File: config.mk
export PLATFORM = sky130hd
export DESIGN_NAME = gpio_match_port
export DESIGN_NICKNAME = d
export VERILOG_FILES = /design/src/rtl/gpio_match_pkg.sv /design/src/rtl/gpio_in_sync.sv /design/src/rtl/gpio_regbank.sv /design/src/rtl/gpio_pad_ctl.sv /design/src/rtl/gpio_match_det.sv /design/src/rtl/gpio_match_port.sv
export SDC_FILE = /design/constraint.sdc
export NUM_CORES = 1
export LEC_CHECK = 0
export BUFFER_PORTS_ARGS = -buffer_cell sky130_fd_sc_hd__buf_2
export CORE_UTILIZATION = 55
export DETAILED_ROUTE_END_ITERATION = 12
export PLACE_DENSITY = 0.86
export SYNTH_ARGS = -nofsm -noshare
export SYNTH_HDL_FRONTEND = slang
export SYNTH_SLANG_ARGS = --single-unit
export TNS_END_PERCENT = 30
File: constraint.sdc
create_clock -name clk -period 2.1 [get_ports clk]
set_clock_uncertainty 0.1 [all_clocks]
set_input_delay 0.42 -clock clk [delete_from_list [all_inputs] [get_ports clk]]
set_output_delay 0.42 -clock clk [all_outputs]
set_load 0.02 [all_outputs]
File: src/rtl/gpio_match_pkg.sv
package gpio_match_pkg;

    localparam int PIN_W = 8;
    localparam int SEL_W = 3;

    typedef logic [PIN_W-1:0] pin_vec_t;

    typedef enum logic [SEL_W-1:0] {
        SEL_LATCH    = 3'd0,
        SEL_DIGITAL  = 3'd1,
        SEL_PUSHPULL = 3'd2,
        SEL_CARE     = 3'd3,
        SEL_EXPECT   = 3'd4,
        SEL_CTRL     = 3'd5
    } reg_sel_e;

    typedef struct packed {
        pin_vec_t latch;
        pin_vec_t digital;
        pin_vec_t push_pull;
        pin_vec_t care;
        pin_vec_t expect_v;
    } port_cfg_t;

    localparam port_cfg_t CFG_RESET = '{
        latch:     '1,
        digital:   '1,
        push_pull: '0,
        care:      '0,
        expect_v:  '0
    };

    typedef struct packed {
        logic oe;
        logic dout;
        logic pull;
    } pad_ctl_t;

    function automatic pad_ctl_t pad_drive(logic dig, logic pp, logic lat);
        pad_ctl_t r;
        r.dout = lat;
        r.oe   = dig & (~lat | pp);
        r.pull = dig & lat;
        return r;
    endfunction

    function automatic logic port_mismatch(pin_vec_t seen, pin_vec_t care, pin_vec_t expect_v);
        return (seen & care) != (expect_v & care);
    endfunction

endpackage

File: src/rtl/gpio_in_sync.sv
module gpio_in_sync #(
    parameter int W = 8
) (
    input  logic         clk,
    input  logic         rst,
    input  logic [W-1:0] d,
    output logic [W-1:0] q
);
    logic [W-1:0] stage1;

    always_ff @(posedge clk) begin
        if (rst) begin
            stage1 <= '0;
            q      <= '0;
        end else begin
            stage1 <= d;
            q      <= stage1;
        end
    end
endmodule

File: src/rtl/gpio_regbank.sv
module gpio_regbank
    import gpio_match_pkg::*;
#(
    parameter int NPORTS = 2,
    localparam int PIX_W = (NPORTS > 1) ? $clog2(NPORTS) : 1,
    localparam int AW    = PIX_W + SEL_W
) (
    input  logic            clk,
    input  logic            rst,
    input  logic            bus_sel,
    input  logic            bus_wr,
    input  logic [AW-1:0]   bus_addr,
    input  pin_vec_t        bus_wdata,
    output pin_vec_t        bus_rdata,
    input  pin_vec_t        seen [NPORTS],
    output port_cfg_t       cfg  [NPORTS],
    output logic            irq_en
);
    logic [PIX_W-1:0] pidx;
    reg_sel_e         rsel;
    logic             wr_hit;

    assign pidx   = bus_addr[AW-1:SEL_W];
    assign rsel   = reg_sel_e'(bus_addr[SEL_W-1:0]);
    assign wr_hit = bus_sel & bus_wr;

    for (genvar p = 0; p < NPORTS; p++) begin : g_port
        always_ff @(posedge clk) begin
            if (rst) begin
                cfg[p] <= CFG_RESET;
            end else if (wr_hit && pidx == PIX_W'(p)) begin
                case (rsel)
                    SEL_LATCH:    cfg[p].latch     <= bus_wdata;
                    SEL_DIGITAL:  cfg[p].digital   <= bus_wdata;
                    SEL_PUSHPULL: cfg[p].push_pull <= bus_wdata;
                    SEL_CARE:     cfg[p].care      <= bus_wdata;
                    SEL_EXPECT:   cfg[p].expect_v  <= bus_wdata;
                    default:      ;
                endcase
            end
        end
    end

    always_ff @(posedge clk) begin
        if (rst) begin
            irq_en <= 1'b0;
        end else if (wr_hit && pidx == '0 && rsel == SEL_CTRL) begin
            irq_en <= bus_wdata[0];
        end
    end

    always_comb begin
        bus_rdata = '0;
        for (int p = 0; p < NPORTS; p++) begin
            if (pidx == PIX_W'(p)) begin
                case (rsel)
                    SEL_LATCH:    bus_rdata = seen[p];
                    SEL_DIGITAL:  bus_rdata = cfg[p].digital;
                    SEL_PUSHPULL: bus_rdata = cfg[p].push_pull;
                    SEL_CARE:     bus_rdata = cfg[p].care;
                    SEL_EXPECT:   bus_rdata = cfg[p].expect_v;
                    SEL_CTRL:     bus_rdata = (p == 0) ? {{(PIN_W-1){1'b0}}, irq_en} : '0;
                    default:      bus_rdata = '0;
                endcase
            end
        end
    end
endmodule

File: src/rtl/gpio_pad_ctl.sv
module gpio_pad_ctl
    import gpio_match_pkg::*;
(
    input  port_cfg_t cfg,
    output pin_vec_t  oe,
    output pin_vec_t  dout,
    output pin_vec_t  pull
);
    for (genvar b = 0; b < PIN_W; b++) begin : g_pin
        pad_ctl_t ctl;
        assign ctl     = pad_drive(cfg.digital[b], cfg.push_pull[b], cfg.latch[b]);
        assign oe[b]   = ctl.oe;
        assign dout[b] = ctl.dout;
        assign pull[b] = ctl.pull;
    end
endmodule

File: src/rtl/gpio_match_det.sv
module gpio_match_det
    import gpio_match_pkg::*;
#(
    parameter int NPORTS = 2
) (
    input  logic      clk,
    input  logic      rst,
    input  pin_vec_t  seen [NPORTS],
    input  port_cfg_t cfg  [NPORTS],
    input  logic      irq_en,
    output logic      match_evt,
    output logic      irq_req,
    output logic      wake_pulse
);
    logic [NPORTS-1:0] port_hit;
    logic              evt_q;

    for (genvar p = 0; p < NPORTS; p++) begin : g_cmp
        assign port_hit[p] = port_mismatch(seen[p], cfg[p].care, cfg[p].expect_v);
    end

    assign match_evt = |port_hit;

    always_ff @(posedge clk) begin
        if (rst) evt_q <= 1'b0;
        else     evt_q <= match_evt;
    end

    assign irq_req    = match_evt & irq_en;
    assign wake_pulse = match_evt & ~evt_q;
endmodule

File: src/rtl/gpio_match_port.sv
module gpio_match_port
    import gpio_match_pkg::*;
#(
    parameter int NPORTS = 2,
    localparam int PIX_W = (NPORTS > 1) ? $clog2(NPORTS) : 1,
    localparam int AW    = PIX_W + SEL_W,
    localparam int TOT   = NPORTS * PIN_W
) (
    input  logic             clk,
    input  logic             rst,
    input  logic             bus_sel,
    input  logic             bus_wr,
    input  logic [AW-1:0]    bus_addr,
    input  logic [PIN_W-1:0] bus_wdata,
    output logic [PIN_W-1:0] bus_rdata,
    input  logic [TOT-1:0]   pad_in,
    output logic [TOT-1:0]   pad_oe,
    output logic [TOT-1:0]   pad_out,
    output logic [TOT-1:0]   pad_pullup,
    output logic             irq_req,
    output logic             wake_pulse
);
    port_cfg_t      cfg  [NPORTS];
    pin_vec_t       seen [NPORTS];
    logic [TOT-1:0] pin_sync;
    logic [TOT-1:0] digital_all;
    logic [TOT-1:0] push_pull_all;
    logic           irq_en;
    logic           match_evt;

    gpio_in_sync #(.W(TOT)) i_sync (
        .clk (clk),
        .rst (rst),
        .d   (pad_in),
        .q   (pin_sync)
    );

    for (genvar p = 0; p < NPORTS; p++) begin : g_port
        assign seen[p] = pin_sync[p*PIN_W +: PIN_W] & cfg[p].digital;
        assign digital_all[p*PIN_W +: PIN_W]   = cfg[p].digital;
        assign push_pull_all[p*PIN_W +: PIN_W] = cfg[p].push_pull;

        gpio_pad_ctl i_pad (
            .cfg  (cfg[p]),
            .oe   (pad_oe[p*PIN_W +: PIN_W]),
            .dout (pad_out[p*PIN_W +: PIN_W]),
            .pull (pad_pullup[p*PIN_W +: PIN_W])
        );
    end

    gpio_regbank #(.NPORTS(NPORTS)) i_regs (
        .clk       (clk),
        .rst       (rst),
        .bus_sel   (bus_sel),
        .bus_wr    (bus_wr),
        .bus_addr  (bus_addr),
        .bus_wdata (bus_wdata),
        .bus_rdata (bus_rdata),
        .seen      (seen),
        .cfg       (cfg),
        .irq_en    (irq_en)
    );

    gpio_match_det #(.NPORTS(NPORTS)) i_det (
        .clk        (clk),
        .rst        (rst),
        .seen       (seen),
        .cfg        (cfg),
        .irq_en     (irq_en),
        .match_evt  (match_evt),
        .irq_req    (irq_req),
        .wake_pulse (wake_pulse)
    );
endmodule

==> reports/results.ini, run 1 <==
[synthesis]
synth_seq_area_share=0.411
synth_edf_count=0
syn-num-nets=668
yosys_warnings=0
syn_inst=636
post_synth_num_cell_types=49
syn_area_per_cell_sq_um=8.73
synthFlopType=dfxtp_1
ys_seq_elements=114
syn-cell-area_sq_um=5560
ys_async_sr_fraction=0

[sta]
max_slew_margin=0.684
period_needed_ps=2400
drv_slew=0
worst_slack_ps=-299
setup_viol=10
rsz0062_at_grt=yes
fmaxAchievable_ghz=0.417
hold_viol_final=0
worstMarginPinSlew_ps=472
holdWs_ps=9.60
fin_crit_sh=1.14

[power]
vdd_drop_max_uv=634
p_per_area_nw_per_um2=801
power_leakage_nw=3.05
power_mw=5.73

[floorplanning]
floorplan.die_area_sq_um=10500
io_pins=90
die_x_um=103
initial_core_util=0.568
core.rowCount=36
coreArea_sq_um=9770
die_h_um=103

[global_route]
grt_pass1_vias=4740
grt_pass1_wl_um=24500
grtUsageTotal=0.317
grt_antenna_before_repair=0
grt_remaining_overflow=0
grt_max_degree=115

[layout]
fin_area_sq_um=7150
diodes=0
fin_util=0.732
drive_above_1_share=0.312
syn2layout_area_growth_pct=28.8
nNetsFinal=778

[worst_setup_path]
rrSetupSlack_ps=640
reg2reg_from=i_regs.cfg[42]$_SDFFE_PP0P_
critical_path_class=register to output port
cp.required_ps=1580
r2r_end=i_det.evt_q$_SDFF_PP0_
critPathArrivalTime_ps=1880
timing.critical_path.to_type=output port
cp-start-kind=register
reg2reg_depth=5
critical_path.max_fanout=4

[worst_hold_path]
whs_path_depth=2
hold_end=i_sync.stage1[11]$_SDFF_PP0_
hp-start=pad_in[11]
hold_path_class=input port to register

[clocking]
root_buffer=clkbuf_8
cts_tree=built
cts_made_buffers=17
worstSkewPairLatency_ps=520
clk_path_buf_depth=2
htree_levels=4
clk_pin_slew_ps=60
clock-sinks=114

[place]
portBuffers=89
placed_cell_area_sq_um=6230
gp_congestion=0.903
hpwl_um=10700
pre_cts_ws_ps=-333

[detailed_routing]
drc=0
routed_wl_um=16200
vias_per_cell=5.76
final_antenna_net_count=0
drt_iter0_drc=409
via_count=5127
firstDrtPassIters=5
routedWlPerCell_um=18.2

[job]
cap_violations=0

[run_status]
status=complete, but fails checks
violations=negative setup slack

cell type report:
class                   instances  area (sq um)
clock buffers                  21           459
clock inverters                 9           155
fillers                       722          2620
inverters                      20          75.1
multi-input cells             445          2980
flip-flops and latches        114          2310
well taps                     133           166
repair buffers                148          1010
cells in the mapped netlist (2+ instances only):
cell type / instances / area (sq um)
nor3_2: 3 / 30.0
nor2_1: 43 / 161
nand3b_1: 33 / 248
o311a_1: 4 / 40.0
a2bb2oi_1: 6 / 52.6
a32o_1: 4 / 40.0
and3_1: 3 / 18.8
nand2b_1: 9 / 56.3
buf_4: 16 / 120
a22oi_1: 6 / 45.0
o2111a_1: 3 / 33.8
a21oi_1: 21 / 105
a41oi_1: 3 / 26.3
mux2_4: 3 / 45.0
and3b_1: 13 / 114
o22ai_1: 2 / 12.5
nand3_1: 3 / 15.0
nor2_4: 2 / 22.5
clkbuf_1: 27 / 101
nand3_2: 2 / 20.0
mux2i_1: 42 / 420
mux2_2: 4 / 45.0
and2_1: 18 / 113
inv_1: 20 / 75.1
nand2_1: 94 / 353
buf_2: 7 / 35.0
xor2_1: 3 / 26.3
o21ai_0: 30 / 150
a21boi_0: 28 / 210
a211oi_1: 2 / 15.0
nor2_2: 3 / 18.8
o221ai_1: 7 / 61.3
nor2b_1: 37 / 231
buf_6: 7 / 78.8
dfxtp_1: 114 / 2280
per-layer routing:
metal / track usage / up-vias / wire length (um)
met5: 0 / - / 0
li1: - / 2382 / -
met1: 0.416 / 2434 / 6790
met2: 0.481 / 262 / 7440
met4: 0.182 / 0 / 592
met3: 0.0725 / 49 / 1350
through the flow:
stage	instances	setup TNS [ps]
after detailed placement	844	-2330
after CTS	889	-2000
after global routing	890	-2460
after floorplan	636	0
final	890	-1910
after global placement	844	-1620
cells in the final DEF (no fill, tap or decap), types with 6 or more instances in the layout:
cell type | Yosys | final
nand2_1 | 94 | 92
dfxtp_1 | 114 | 91
buf_2 | 7 | 85
buf_4 | 16 | 45
nor2_1 | 43 | 43
mux2i_1 | 42 | 42
nor2b_1 | 37 | 36
nand3b_1 | 33 | 33
a21boi_0 | 28 | 25
dfxtp_2 | 0 | 22
a21oi_1 | 21 | 21
inv_1 | 20 | 20
o21ai_0 | 30 | 19
and2_1 | 18 | 18
clkbuf_16 | 0 | 16
and3b_1 | 13 | 13
dlygate4sd3_1 | 0 | 8
nand2b_1 | 9 | 7
o21ai_1 | 0 | 7
a2bb2oi_1 | 6 | 6
buf_12 | 0 | 6
report_power, final:
group	switching, mW	total (mW)	internal, mW
clock network	0.992	3.00	2.00
registers	0.0302	2.24	2.21
logic	0.279	0.493	0.214
how the worst max path moves through the flow:
stage,from,to,slack (ps),cells after the start
2_1_floorplan,bus_addr[0],bus_rdata[7],40,5
3_3_place_gp,bus_addr[0],bus_rdata[4],-270,8
3_5_place_dp,bus_addr[0],bus_rdata[4],-330,8
4_1_cts,i_regs.cfg[6]$_SDFFE_PP0P_,irq_req,-280,5
5_1_grt,i_regs.cfg[2]$_SDFFE_PP0P_,irq_req,-380,5
6_report,i_regs.cfg[2]$_SDFFE_PP0P_,irq_req,-300,5
flip-flops by register name, summed over array words and instances, names as in the netlist:
| name | flops |
|---|---|
| i_regs.cfg | 80 |
| i_det.evt_q | 1 |
| i_sync.q | 16 |
| i_regs.irq_en | 1 |
| i_sync.stage1 | 16 |
kinds of logic after synthesis:
| family | count (synthesis) | share of synthesized area |
|---|---|---|
| AO/OA/AOI/OAI | 122 | 0.152 |
| AND/OR/NAND/NOR | 271 | 0.267 |
| multiplexers | 49 | 0.0919 |
| XOR/XNOR | 3 | 0.00473 |
| buffers and inverters | 77 | 0.0739 |
| flip-flops | 114 | 0.411 |
timing repair:
action                                  CTS  global route
pin swaps                                10             8
resized for setup                        52            22
hold buffers                              8             0
buffers inserted                          7             1
endpoints found under the setup margin   10            10
hold endpoints to repair                  8             0
worst max-delay path, stage by stage (launching register included):
cell	delay [ps]
dfxtp_2	350
a21boi_0	260
o21ai_2	110
o2111a_2	200
a41oi_2	260
buf_4	180
No activity file was read; power rests on OpenSTA's default activity.
==> run 2, diff against run 1 <==
--- a/config.mk
+++ b/config.mk
@@ -8,4 +8,6 @@
 export BUFFER_PORTS_ARGS = -buffer_cell sky130_fd_sc_hd__buf_2
+export CORE_MARGIN = 2
 export CORE_UTILIZATION = 55
 export DETAILED_ROUTE_END_ITERATION = 12
+export GPL_ROUTABILITY_DRIVEN = 0
 export PLACE_DENSITY = 0.86
==> constraint.sdc (replaced) <==
create_clock -name clk -period 2.1 [get_ports clk]
set_clock_uncertainty 0.1 [all_clocks]
set_input_delay 0.315 -clock clk [delete_from_list [all_inputs] [get_ports clk]]
set_output_delay 0.315 -clock clk [all_outputs]
set_load 0.02 [all_outputs]
==> run 2 against run 1 <==
The flow still finishes with violations (negative setup slack). Count of clock-buffer cells in the layout stayed put. Total power shrank 2.3%. Design area decreased by 1.3%. Core utilization is 0.97 points lower. Combinational power barely moved. Fmax up 5.2%. Register-to-register slack about the same. Sequential power about the same. Global-route usage is 1.6 points lower. First-iteration DRC count increased by 74%. Via count increased by 1.4%. Critical endpoint is now wake_pulse. Largest cell class unchanged. Highest routed layer is now met5.
==> reports/results.ini, run 2 (synthesis gave the netlist of run 1 again) <==
[floorplanning]
initial_core_util=0.568  ; unchanged
die_h_um=105  ; +2.0%
coreArea_sq_um=9770  ; unchanged
die_x_um=105  ; +2.0%
floorplan.die_area_sq_um=10900  ; +3.9%
io_pins=90  ; unchanged
core.rowCount=36  ; unchanged

[sta]
rsz0062_at_grt=yes
max_slew_margin=0.680  ; -0.00391
hold_viol_final=0  ; unchanged
drv_slew=0  ; unchanged
fmaxAchievable_ghz=0.438  ; +5.2%
setup_viol=10  ; unchanged
worst_slack_ps=-181  ; +119 ps
holdWs_ps=41.2  ; +31.6 ps
worstMarginPinSlew_ps=479  ; +7.28 ps
period_needed_ps=2280  ; -119 ps
fin_crit_sh=1.09  ; -0.0566

[worst_hold_path]
hp-start=bus_wdata[6]
whs_path_depth=3  ; +1
hold_path_class=input port to register

[global_route]
grt_antenna_before_repair=1  ; +1
grt_pass1_vias=5059  ; +6.7%
grt_max_degree=115  ; unchanged
grt_remaining_overflow=0  ; unchanged
grt_pass1_wl_um=25900  ; +5.5%
grtUsageTotal=0.301  ; -0.0161

[layout]
final_cell_mix=nand2_1 (93), buf_2 (83), dfxtp_1 (81)
largest_reg_flops=80  ; unchanged
reg_top3=i_regs.cfg (80), i_sync.q (16), i_sync.stage1 (16)
regMostFlops=i_regs.cfg
diodes=0  ; unchanged
syn2layout_area_growth_pct=27.1
drive_above_1_share=0.309  ; -0.00303
final_common_cell=nand2_1
nNetsFinal=764  ; -1.8%

[worst_setup_path]
max_stage_delay_ps=360  ; about the same
critPathBufInv=1  ; unchanged
timing.critical_path.to_type=output port
critPathArrivalTime_ps=1870  ; about the same
cp-start-kind=register
critPathTopFamily=compound AO/OA/AOI/OAI gates
crit_path_start=i_regs.cfg[46]$_SDFFE_PP0P_
reg2reg_from=i_sync.q[2]$_SDFF_PP0_
critical_path_class=register to output port
slowest_stage=dfxtp_1
path_depth=5  ; unchanged
crit_chain=and3b_1 > o21ai_2 > o2111a_2 > a41oi_2 > buf_4
reg2reg_depth=5  ; unchanged
cp.required_ps=1680  ; +100 ps
critical_path.max_fanout=4  ; unchanged

[place]
portBuffers=89  ; unchanged
hpwl_um=10000  ; -6.2%
pre_cts_ws_ps=-28.5  ; +304 ps

[clocking]
htree_levels=4  ; unchanged
cts_made_buffers=17  ; unchanged
clock-sinks=114  ; unchanged
worstSkewPairLatency_ps=530  ; about the same
cts_tree=built
clk_path_buf_depth=2  ; unchanged
root_buffer=clkbuf_8
clk_pin_slew_ps=60  ; about the same

[detailed_routing]
routed_wl_um=16600  ; +2.9%
firstDrtPassIters=5  ; unchanged
drt_iter0_drc=713  ; +74%
routedWlPerCell_um=18.9  ; +4.3%
drc=0  ; unchanged
vias_per_cell=5.92  ; +2.8%
via_count=5201  ; +1.4%
final_antenna_net_count=0  ; unchanged

[run_status]
violations=negative setup slack
status=complete, but fails checks

[job]
cap_violations=0  ; unchanged

[power]
power_leakage_nw=2.96  ; -3.1%
p_per_area_nw_per_um2=793  ; -0.96%
vdd_drop_max_uv=548  ; -14%
power_mw=5.60  ; -2.3%

[run 2: cell count changes in the layout (fill, tap and decap cells not counted), sizes merged]
cell,previous run,this run
bufinv,4,2
clkinv,1,4
clkinvlp,4,5
clkbuf,21,22
dlygate4sd3,8,16
buf,140,117
[run 2: timing repair]
| item | in CTS | in global routing |
|---|---|---|
| setup endpoints to repair | 10 | 10 |
| gates resized for setup | 61 | 30 |
| setup buffers | 6 | 1 |
| pin swaps | 12 | 3 |
| hold buffers | 16 | 0 |
| cloned | 0 | 0 |
| endpoints found under the hold margin | 16 | 0 |
[run 2: path summary, 6_finish.rpt]
path	endpoint	slack (ps)
worst max-delay path	wake_pulse	-180
worst min-delay path	i_regs.cfg[54]$_SDFFE_PP0P_	40
worst max register to register	i_det.evt_q$_SDFF_PP0_	630
worst min register to register	i_sync.q[14]$_SDFF_PP0_	340
[run 2: per-stage QoR]
step | util | area, sq um | setup TNS [ps] | instances
after floorplan | - | 5560 | 0 | 636
after global placement | 0.619 | 6050 | 0 | 823
after detailed placement | 0.619 | 6050 | -44.3 | 823
after CTS | 0.714 | 6970 | -886 | 877
after global routing | 0.722 | 7060 | -1490 | 878
final | 0.722 | 7060 | -1050 | 878
[run 2: area by class of cell]
type | instances | area (sq um)
Multi-Input combinational cell | 445 | 2990
Fill cell | 679 | 2720
Sequential cell | 114 | 2330
Timing Repair Buffer | 134 | 900
Clock buffer | 21 | 469
Tap cell | 133 | 166
Clock inverter | 11 | 129
Inverter | 20 | 75.1
[run 2: power breakdown]
part | switching [mW] | internal, mW | leakage, nW
combinational | 0.283 | 0.211 | 1.75
sequential | 0.0329 | 2.20 | 0.930
clock | 1.05 | 1.81 | 0.278
total | 1.37 | 4.23 | 2.96
[run 2: metal layers]
layer,part of all wire,global-route usage,vias to the layer above,wire length [um]
met5,0.00072,0,-,12
met4,0.048,0.162,2,803
met3,0.091,0.0858,86,1510
met2,0.46,0.479,346,7660
met1,0.40,0.368,2404,6650
li1,-,-,2363,-
[run 2: worst register-to-register path: stages (launching register included)]
cell and delay, ps:
dfxtp_1 410, a21boi_0 140, o21ai_0 190, o2111a_2 280, buf_4 130, a41oi_1 100
==> run 3, diff against run 2 <==
CORE_UTILIZATION = 25   (was 55)
GPL_ROUTABILITY_DRIVEN = 1   (was 0)
PLACE_DENSITY = 0.5   (was 0.86)
==> run 3 against run 2 <==
The run still ends with negative setup slack left. Fmax grew 6.3%. Core utilization shrank 38 points. Sequential power is essentially flat. Register-to-register slack gained 170 ps. Design area grew 4.3%. Global-route usage shrank 15 points. Count of clock-buffer cells in the layout shrank 1. Routed wire length grew 4.7%. First-iteration DRC count shrank 59%. Hold slack lost 26 ps. Critical endpoint unchanged.
==> reports/results.ini, run 3 (synthesis gave the netlist of run 1 again) <==
[run_status]
status=complete, but fails checks
violations=negative setup slack

[sta]
fin_crit_sh=1.02  ; -0.0647
max_slew_margin=0.680  ; about the same
holdWs_ps=15.3  ; -25.9 ps
worst_slack_ps=-44.6  ; +136 ps
drv_slew=0  ; unchanged
rsz0062_at_grt=yes
fmaxAchievable_ghz=0.466  ; +6.3%
setup_viol=5  ; -5
hold_viol_final=0  ; unchanged
period_needed_ps=2140  ; -136 ps
worstMarginPinSlew_ps=478  ; -1.41 ps
setup_tns_ps=-114  ; +933 ps

[layout]
syn2layout_area_growth_pct=32.5
nNetsFinal=780  ; +2.1%
fin_area_sq_um=7360  ; +4.3%
regMostFlops=i_regs.cfg
reg_top3=i_regs.cfg (80), i_sync.q (16), i_sync.stage1 (16)
final_common_cell=nand2_1
diodes=0  ; unchanged
multi_input_area_sq_um=2960  ; -0.96%
layout.cells.non_filler=1041  ; +19%
num-fill-cells=2283  ; +240%
final_cell_mix=nand2_1 (93), buf_2 (81), dfxtp_1 (79)
fin_util=0.337  ; -0.385
drive_above_1_share=0.327  ; +0.0185
largest_reg_flops=80  ; unchanged
regArea_sq_um=2340  ; +0.21%

[clocking]
clk_path_buf_depth=2  ; unchanged
cts_made_buffers=17  ; unchanged
htree_levels=4  ; unchanged
worstSkewPairLatency_ps=420  ; -110 ps
cts_tree=built
clock-sinks=114  ; unchanged
root_buffer=clkbuf_16
clk_pin_slew_ps=60  ; about the same

[worst_setup_path]
cp-start-kind=register
critical_path.max_fanout=4  ; unchanged
critical_path_class=register to output port
max_stage_delay_ps=330  ; -30 ps
critPathArrivalTime_ps=1730  ; -140 ps
cp.required_ps=1680  ; about the same
crit_chain=nand2b_1 > mux2_4 > o2111a_2 > a41oi_2 > buf_4
slowest_stage=dfxtp_1
timing.critical_path.to_type=output port

[power]
comb_power_share=0.091  ; +0.003
seqPwrFrac=0.399  ; about the same
p_per_area_nw_per_um2=762  ; -3.9%
p_int_mw=4.24  ; +0.22%
power_leakage_nw=3.06  ; +3.5%
switching_share=0.244  ; +0.000249
power_mw=5.61  ; +0.26%
vdd_drop_max_uv=503  ; -8.4%
clkPwrFrac=0.510  ; -0.002
switchingPower_mw=1.37  ; +0.36%

[detailed_routing]
routedWlPerCell_um=16.7  ; -12%
vias_per_cell=4.60  ; -22%
drc=0  ; unchanged
via_count=4792  ; -7.9%
firstDrtPassIters=5  ; unchanged
final_antenna_net_count=0  ; unchanged
drt_iter0_drc=290  ; -59%
routed_wl_um=17400  ; +4.7%

[floorplanning]
io_pins=90  ; unchanged
core.rowCount=54  ; +50%
coreArea_sq_um=21800  ; +120%
die_h_um=153  ; +46%
floorplan.die_area_sq_um=23400  ; +110%
initial_core_util=0.255  ; -0.314
die_x_um=153  ; +46%

[job]
cap_violations=0  ; unchanged

[global_route]
grt_pass1_wl_um=27600  ; +6.7%
grt_antenna_before_repair=1  ; unchanged
grt_max_degree=39  ; -66%
grt_remaining_overflow=0  ; unchanged
grt_pass1_vias=4787  ; -5.4%
grtUsageTotal=0.153  ; -0.148

[place]
dp.cells=998  ; +21%
pre_cts_ws_ps=-56.9  ; -28.4 ps
portBuffers=89  ; unchanged
gp_congestion=0.839
placed_cell_area_sq_um=6490  ; +7.4%
hpwl_um=12800  ; +28%

[worst_hold_path]
hold_path_class=input port to register

==> run 3: worst paths after layout <==
| kind | start | endpoint | slack, ps | cells after the start |
|---|---|---|---|---|
| setup / recovery | i_regs.cfg[6]$_SDFFE_PP0P_ | wake_pulse | -40 | 5 |
| hold / removal | pad_in[11] | i_sync.stage1[11]$_SDFF_PP0_ | 20 | 2 |
| setup reg to reg | i_regs.cfg[6]$_SDFFE_PP0P_ | i_det.evt_q$_SDFF_PP0_ | 800 | 4 |
| hold reg to reg | i_sync.stage1[8]$_SDFF_PP0_ | i_sync.q[8]$_SDFF_PP0_ | 340 | 1 |
==> run 3: final cells by class <==
cell class / instances / share of cell area
multi-input cells: 445 / 0.402
flip-flops and latches: 114 / 0.318
repair buffers: 150 / 0.143
clock buffers: 20 / 0.0620
well taps: 280 / 0.0476
clock inverters: 12 / 0.0180
inverters: 20 / 0.0102
==> run 3: repair_timing <==
action / in CTS / in global routing
setup endpoints to repair: 10 / 10
hold buffers: 9 / 0
setup buffers: 2 / 0
resized for setup: 58 / 31
hold endpoints to repair: 9 / 0
pin swaps: 7 / 8
==> run 3: critical path, delay by kind of cell (launching register included) <==
family | cells | cell delay [ps]
compound gates | 2 | 380
buf+inv | 1 | 180
flops | 1 | 330
mux | 1 | 270
simple gates | 1 | 150
==> run 3: power by group through the flow <==
stage	combinational, mW	clock, mW	sequential, mW
5_1_grt	0.551	3.02	2.24
6_report	0.508	2.86	2.24
2_1_floorplan	0.299	0	2.27
3_3_place_gp	0.477	0	2.29
4_1_cts	0.503	2.94	2.24
3_5_place_dp	0.480	0	2.29
==> run 3: metal layers <==
layer	global-route usage	vias to the layer above	part of all wire
li1	-	2394	-
met1	0.218	2245	0.50
met2	0.224	129	0.43
met3	0.0369	22	0.048
met4	0.0582	2	0.019
met5	0	-	0.00040
